--- src/rtl/core_irq_enable_reg.sv ---
module core_irq_enable_reg #(
  parameter int ADDR_W  = 12,
  parameter int N_IRQ   = 32,
  parameter logic [ADDR_W-1:0] SET_OFS = 12'h100,
  parameter logic [ADDR_W-1:0] CLR_OFS = 12'h180
) (
  input  logic              clk,
  input  logic              rst_n,
  input  logic [ADDR_W-1:0] addr,
  input  logic              wr_en,
  input  logic              rd_en,
  input  logic [N_IRQ-1:0]  wr_data,
  input  logic              acc_ns,
  output logic [N_IRQ-1:0]  rd_data,
  input  logic [N_IRQ-1:0]  irq_secure,
  input  logic              sec_disable,
  input  logic              ar_en_sec,
  input  logic              ar_en_nsec,
  output logic [N_IRQ-1:0]  irq_enable
);

  logic [N_IRQ-1:0] en_q, visible, set_v, clr_v;
  logic             hit_set, hit_clr;

  assign hit_set = addr == SET_OFS;
  assign hit_clr = addr == CLR_OFS;

  // Routing gate per state, then the non-secure restriction on secure bits.
  assign visible = (irq_secure & {N_IRQ{ar_en_sec}} | ~irq_secure & {N_IRQ{ar_en_nsec}})
                 & ~(irq_secure & {N_IRQ{acc_ns & ~sec_disable}});

  assign set_v = (wr_en && hit_set) ? wr_data & visible : '0;
  assign clr_v = (wr_en && hit_clr) ? wr_data & visible : '0;

  always_ff @(posedge clk) begin
    if (!rst_n) begin
      en_q    <= '0;
      rd_data <= '0;
    end else begin
      en_q    <= (en_q & ~clr_v) | set_v;
      rd_data <= (rd_en && (hit_set || hit_clr)) ? en_q & visible : '0;
    end
  end

  assign irq_enable = en_q;

  p_set_r2: assert property (@(posedge clk) disable iff (!rst_n)
    (wr_en && hit_set) |=> ((irq_enable & $past(wr_data & visible)) == $past(wr_data & visible)));

  p_clr_r3: assert property (@(posedge clk) disable iff (!rst_n)
    (wr_en && hit_clr) |=> ((irq_enable & $past(wr_data & visible)) == '0));

  p_idle_rd_r4: assert property (@(posedge clk) disable iff (!rst_n)
    !rd_en |=> (rd_data == '0));

  p_hidden_wi_r6: assert property (@(posedge clk) disable iff (!rst_n)
    wr_en |=> (((irq_enable ^ $past(irq_enable)) & ~$past(visible)) == '0));

  p_unmapped_r8: assert property (@(posedge clk) disable iff (!rst_n)
    !(wr_en && (hit_set || hit_clr)) |=> $stable(irq_enable));

endmodule

--- config.mk ---
export PLATFORM = sky130hd
export DESIGN_NAME = core_irq_enable_reg
export DESIGN_NICKNAME = d
export VERILOG_FILES = /design/src/rtl/core_irq_enable_reg.sv
export SDC_FILE = /design/constraint.sdc
export NUM_CORES = 1
export LEC_CHECK = 0
export ABC_CLOCK_PERIOD_IN_PS = 1600
export BUFFER_PORTS_ARGS = -buffer_cell sky130_fd_sc_hd__buf_2
export CAP_MARGIN = 0
export CORE_MARGIN = 3
export CORE_UTILIZATION = 40
export DETAILED_ROUTE_END_ITERATION = 12
export PLACE_DENSITY = 0.78
export REMOVE_ABC_BUFFERS = 1
export SLEW_MARGIN = 0
export SYNTH_ARGS = -nofsm -noshare
export SYNTH_HDL_FRONTEND = slang
export SYNTH_SLANG_ARGS = --single-unit
--- constraint.sdc ---
create_clock -name clk -period 1.6 [get_ports clk]
set_clock_uncertainty 0.1 [all_clocks]
set_input_delay 0.24 -clock clk [delete_from_list [all_inputs] [get_ports clk]]
set_output_delay 0.24 -clock clk [all_outputs]
set_load 0.005 [all_outputs]
== Word-level counts from Yosys, hierarchy flattened ==
Cells that the tools add are included.

* Output and inout port bits: 64
* Register bits after elaboration: 64
* Logic and storage cells: 25
* Bits of input ports: 84

* Reductions and logical operators: 5
* Bitwise logic cells: 14
* Eq/ne operators: 2
* Mux-type cells: 2

{| class="wikitable"
|+ Operators by type and width
! cell !! count
|-
| AND 32 bit || 7
|-
| inverter 32 bit || 3
|-
| 2-to-1 mux 32 bit || 2
|-
| bitwise OR 32 bit || 2
|-
| equality test 12 x 9 -> 1 bit, second input constant || 2
|-
| logical AND 1 bit || 3
|-
| AND reduction 2 bit || 1
|-
| AND 1 bit || 1
|-
| logical OR 1 bit || 1
|-
| inverter 1 bit || 1
|}

== Longest topological paths before layout ==
Gate-level depths: netlist (run 1).

* Depth in word-level cells: 10
* Gate-level depth with buffers: 6
* Mapped depth without buffers: 4

== Worst setup path before layout (run 1) ==
OpenSTA, ideal clock, no wires.

* Kind: in2reg
* From: in addr[9]
* To: reg en_q[1], in the netlist irq_enable[1]
* Cell stages on the path: 5
* Arrival: 1.442 ns
* Library setup time: 0.122 ns
* Path buffers: 1
* Required time: 1.378 ns
* Slack: -0.064 ns
* Cells stage by stage: or4b_1 -> and4b_2 -> buf_6 -> and3_1 -> o22ai_1

* Cells in the longest elaborated chain, start to end: 6
* Elaborated cells on any way between the ends: 9
* Those cells by class: eq/ne (2); mux (2); bitwise (3); reduce/logical (2)

{| class="wikitable"
|+ RTL lines
! what !! RTL line !! RTL
|-
| from (decl) || 9 || <nowiki>input logic [ADDR_W-1:0] addr,</nowiki>
|-
| equality test 12 x 9 -> 1 bit || 26 || <nowiki>assign hit_clr = addr == CLR_OFS;</nowiki>
|-
| logical AND 1 bit || 33 || <nowiki>assign clr_v = (wr_en && hit_clr) ? wr_data & visible : '0;</nowiki>
|-
| 2-to-1 mux 32 bit || 33 ||
|-
| inverter 32 bit || 40 || <nowiki>en_q <= (en_q & ~clr_v) | set_v;</nowiki>
|-
| AND 32 bit || 40 ||
|-
| bitwise OR 32 bit (*) || 40 ||
|-
| to (signal assigned) || 40 ||
|-
| to (decl) || 22 || <nowiki>logic [N_IRQ-1:0] en_q, visible, set_v, clr_v;</nowiki>
|}

Mark *: on every way between the ends. The rest lies on a longest branch, timed or not.
A chain may end at the register's enable or synchronous reset.

== Worst setup path after layout (run 1) ==
* From: in addr[9]
* To: reg en_q[27], in the netlist irq_enable[27]

Same word-level chain as after synthesis.

==> impl_metrics.json, run 1 <==
{
  "cts_sinks": 64,
  "yosys.area.top_type": "dfxtp_1",
  "seqCellArea_um2": 1280,
  "setup_viol": 0,
  "postCtsHoldBufs": 0,
  "min_path_type": "primary input to flip-flop",
  "post_cts_resized": 0,
  "rsz0062_at_grt": "false",
  "drt-total-wl_um": 8020,
  "finalInstanceArea_um2": 3690,
  "grt_pass1_vias": 2729,
  "gr-total-overflow": 0,
  "final_util": 0.578,
  "initial_utilization": 0.414,
  "layout_commonest_cell": "buf_2",
  "hold_viol_final": 0,
  "antenna_found_initial": 0,
  "ys_types": 18,
  "synthCells": 323,
  "arrival_ns": 1.62,
  "gr-usage-met3": 0.0577,
  "crit_path_start_kind": "primary input",
  "grt_use_met1": 0.236,
  "fillerInstances": 590,
  "most-common-layout-cells": "147 x buf_2, 97 x nand2_1, 64 x o22ai_1, 64 x and3_1, 64 x dfxtp_1",
  "critPathTopFamily": "simple AND/OR/NAND/NOR gates",
  "grt_pass1_wl_um": 12200,
  "io_buffer_count": 147,
  "crit_slowest_cell": "or4b_1",
  "drv_cap": 0,
  "clk_latency_ns": 0.32,
  "power_density_nw_per_um2": 907,
  "nNetsFinal": 553,
  "leakagePower_uw": 0.00200,
  "via_count": 2927,
  "numCtsBuffers": 9,
  "place_congestion": 0.758,
  "grt-busiest-layer": "met2",
  "period_share": 0.947,
  "peakVddDrop_v": 0.000608,
  "dp_worst_setup_slack_ns": -0.237,
  "relSlewSlack": 0.747,
  "grt_usage": 0.201,
  "synth_top_cell_area_share": 0.484,
  "drc": 0,
  "worst_slack_ns": 0.0856,
  "cts.path.max_buffers": 2,
  "min_period_ns": 1.51,
  "holdWs_ns": 0.0681,
  "crit_buf_inv": 2,
  "crit_required_ns": 1.70,
  "slew_viol_final": 0,
  "worstPathCellList": "buf_2 > or4b_1 > and4b_2 > buf_4 > and3_1 > o22ai_1",
  "place_hpwl_um": 5670,
  "viasPerCell": 5.32,
  "critPathKind": "primary input to flip-flop",
  "fmax_mhz": 660,
  "pin_count": 148,
  "grt_max_degree": 33,
  "die_x_um": 87.3,
  "crit_path_end_kind": "flip-flop",
  "num_antenna_cells": 0,
  "core_area_um2": 6390,
  "yosysSeqAreaShare": 0.484,
  "use_met2": 0.349,
  "slowest_delay_ns": 0.53,
  "synth_area_leaders": "dfxtp_1 48%, and3_1 15%, o22ai_1 15%, nand2_1 14%, clkbuf_1 1.8%",
  "area_growth_syn_to_layout_pct": 39.4,
  "worst_slew_pin_slew_ns": 0.379,
  "core.rowCount": 29,
  "ys_ff_latch": 64,
  "fp.dieArea_um2": 7630,
  "drive_above_1_share": 0.368,
  "worstPathMaxFanout": 16,
  "yosys_warnings": 0,
  "drt-wirelength-per-cell_um": 14.6,
  "die_y_um": 87.3,
  "first_iter_violations": 150,
  "syn_area_um2": 2650,
  "postCtsSetupRepairBufs": 0,
  "cts_tree": "yes",
  "placed_cell_area_um2": 3490,
  "htree_levels": 3,
  "ctsRootBufferMaster": "clkbuf_8",
  "finalSetupTns_ns": 0,
  "multi_input_area_um2": 1240,
  "avgSynthCellArea_um2": 8.19,
  "clk_pin_slew_worst_paths_ns": 0.07,
  "drt-pass1-iter-count": 4,
  "ant_nets": 0,
  "status": "completed"
}
==> worst reg2reg max path, delay by kind of cell, from the launching register on <==
family / cells / cell delay [ns]
AO/OA/AOI/OAI: 1 / 0.13
flip-flops: 1 / 0.36
AND/OR/NAND/NOR: 1 / 0.06
==> registers in the layout, summed over array words and instances (netlist names) <==
name	flops
rd_data	32
irq_enable	32
==> worst paths after layout <==
path	from	endpoint	slack, ns	cells after the start
setup / recovery	addr[9]	irq_enable[27]	0.09	6
hold / removal	wr_data[30]	irq_enable[30]	0.07	3
setup reg to reg	irq_enable[16]	irq_enable[16]	0.87	2
hold reg to reg	irq_enable[12]	irq_enable[12]	0.37	2
==> Yosys cell counts <==
cell type,number
nor2_1,1
and2_1,1
nor2b_1,2
and3_1,64
buf_4,3
dfxtp_1,64
and4b_2,1
clkbuf_1,13
nor3_1,1
inv_1,1
buf_2,4
buf_6,3
nand3_1,1
and4_4,1
o22ai_1,64
nor4_1,1
or4b_1,1
nand2_1,97
==> through the flow <==
step | cells | total power, µW
after global routing | 550 | 3490
after global placement | 535 | 1930
after detailed placement | 535 | 1940
after CTS | 550 | 3390
final | 550 | 3350
after floorplan | 300 | 1750
==> power breakdown <==
group	total [µW]	switching, µW	internal (µW)
logic	312	175	137
registers	1590	0.0252	1590
clock network	1440	577	865
total	3350	752	2590
==> cell families (layout without fill, tap and decap cells) <==
logic type / after synthesis / in the layout / synth area share
compound gates: 64 / 64 / 0.151
buf+inv: 24 / 174 / 0.0487
flops: 64 / 64 / 0.484
simple gates: 171 / 171 / 0.316
==> layer usage <==
layer	share of wire	routed length, µm
met1	0.41	3320
met2	0.48	3850
met3	0.094	751
met4	0.012	96
met5	0	0
==> final cells by class <==
| type | count | area share |
|---|---|---|
| clock buffers | 11 | 0.0356 |
| clock inverters | 4 | 0.0190 |
| inverters | 1 | 0.00102 |
| multi-input cells | 235 | 0.336 |
| flip-flops and latches | 64 | 0.347 |
| well taps | 77 | 0.0261 |
| repair buffers | 158 | 0.235 |
No activity file was read; power rests on OpenSTA's default activity.
==> run 2, diff against run 1 <==
--- a/config.mk
+++ b/config.mk
@@ -11,6 +11,7 @@
 export CORE_MARGIN = 3
 export CORE_UTILIZATION = 40
 export DETAILED_ROUTE_END_ITERATION = 12
+export MAX_ROUTING_LAYER = met4
 export PLACE_DENSITY = 0.78
 export REMOVE_ABC_BUFFERS = 1
 export SLEW_MARGIN = 0
==> run 2 against run 1 <==
  * Routed wire length is essentially flat
  * Combinational power hardly changed
  * Largest power group unchanged
  * Die area stayed put
  * Worst setup slack lost 0.0021 ns
  * Non-clock buffer count did not move
  * Critical path depth unchanged
  * Critical path type unchanged
==> impl_metrics.json, run 2 (same netlist as run 1, synthesis figures left out) <==
{
  "critPathTopFamily": "simple AND/OR/NAND/NOR gates",
  "antenna_found_initial": 0,
  "placed_cell_area_um2": 3490,
  "worst_slew_pin_slew_ns": 0.384,
  "nNetsFinal": 553,
  "topRoutingLayerUsed": "met4",
  "setup_viol": 0,
  "finalSetupTns_ns": 0,
  "crit_path_start_kind": "primary input",
  "met3_length_um": 661,
  "clk_pin_slew_worst_paths_ns": 0.07,
  "whs_path_depth": 3,
  "relSlewSlack": 0.744,
  "comb_power_share": 0.093,
  "finalInstanceArea_um2": 3690,
  "hold_viol_final": 0,
  "holdWs_ns": 0.0694,
  "viasPerCell": 5.31,
  "via_count": 2919,
  "die_x_um": 87.3,
  "pin_count": 148,
  "grt_pass1_wl_um": 12200,
  "io_buffer_count": 147,
  "crit_required_ns": 1.70,
  "worstPathMaxFanout": 16,
  "core_area_um2": 6390,
  "p_sw_uw": 750,
  "drt-wirelength-per-cell_um": 14.6,
  "drt-pass1-iter-count": 4,
  "worstPathCellList": "buf_2 > or4b_1 > and4b_2 > buf_4 > and3_1 > o22ai_1",
  "p_total_uw": 3350,
  "reg2reg_slack_ns": 0.87,
  "swShare": 0.224,
  "min_from": "wr_data[30]",
  "fmax_mhz": 659,
  "die_y_um": 87.3,
  "arrival_ns": 1.62,
  "numCtsBuffers": 9,
  "fp.dieArea_um2": 7630,
  "period_share": 0.948,
  "grt_pass1_vias": 2729,
  "area_growth_syn_to_layout_pct": 39.4,
  "drive_above_1_share": 0.368,
  "layout_commonest_cell": "buf_2",
  "clockPowerShare": 0.431,
  "drc": 0,
  "slowest_delay_ns": 0.53,
  "min_path_type": "primary input to flip-flop",
  "cts_sinks": 64,
  "rsz0062_at_grt": "false",
  "cts_tree": "yes",
  "htree_levels": 3,
  "status": "completed",
  "slew_viol_final": 0,
  "r2r-start": "irq_enable[16]",
  "ctsRootBufferMaster": "clkbuf_8",
  "instances_no_fill": 550,
  "crit_slowest_cell": "or4b_1",
  "core.rowCount": 29,
  "met1_length_um": 3380,
  "place_hpwl_um": 5670,
  "postCtsHoldBufs": 0,
  "num_antenna_cells": 0,
  "drt-total-wl_um": 8010,
  "seqCellArea_um2": 1280,
  "leakagePower_uw": 0.00200,
  "min_period_ns": 1.52,
  "rr_worst_depth": 2,
  "grt_max_degree": 33,
  "grt_usage": 0.207,
  "multi_input_area_um2": 1240,
  "cts.path.max_buffers": 2,
  "initial_utilization": 0.414,
  "crit_buf_inv": 2,
  "route.met2.wl_um": 3880,
  "place_congestion": 0.767,
  "critPathKind": "primary input to flip-flop",
  "clk_latency_ns": 0.32,
  "place_inst": 535,
  "first_iter_violations": 163,
  "gr-total-overflow": 0,
  "power_density_nw_per_um2": 907,
  "hold_end": "irq_enable[30]",
  "crit_path_end_kind": "flip-flop",
  "sequentialPowerShare": 0.476,
  "p_int_uw": 2590,
  "postCtsSetupRepairBufs": 0,
  "post_cts_resized": 0,
  "drv_cap": 0,
  "peakVddDrop_v": 0.000608,
  "ant_nets": 0,
  "fillerInstances": 590,
  "most-common-layout-cells": "147 x buf_2, 97 x nand2_1, 64 x o22ai_1, 64 x and3_1, 64 x dfxtp_1",
  "timing.rr.end": "irq_enable[16]"
}
## run 2: layout make-up
class,count,share of cell area
sequential,64,0.347
clock buffer,11,0.0356
tap,77,0.0261
timing repair buffer,158,0.235
inverter,1,0.00102
multi-input combinational,235,0.336
clock inverter,4,0.0190
## run 2: worst max path at each step
stage,from,to,slack (ns),depth (start not counted)
final,addr[9],irq_enable[0],0.08,6
after global routing,addr[9],irq_enable[2],0.03,6
after CTS,addr[9],irq_enable[27],0.10,6
after detailed placement,addr[9],irq_enable[31],-0.24,6
after global placement,addr[9],irq_enable[4],-0.21,6
after floorplan,acc_ns,irq_enable[30],-0.55,4
## run 2: power by group through the flow
stage          combinational [µW]  sequential (µW)  clock [µW]
6_report                      312             1590        1440
5_1_grt                       347             1590        1550
2_1_floorplan                 118             1630           0
3_5_place_dp                  307             1630           0
4_1_cts                       309             1590        1480
3_3_place_gp                  298             1630           0
## run 2: tightest hold or removal path, stage by stage
cell     delay, ns
buf_2         0.10
nand2_1       0.05
o22ai_1       0.05
## run 2: routing by layer
metal  GRT usage  up-vias
met3      0.0558        9
met2       0.349      128
met1       0.237     1334
li1            -     1448
met5           -        -
met4      0.0642        0
## run 2: through the flow
step,utilization,setup slack [ns]
floorplan,-,-0.546
global placement,0.546,-0.213
detailed placement,0.546,-0.237
CTS,0.578,0.101
global route,0.578,0.0298
finish,0.578,0.0835
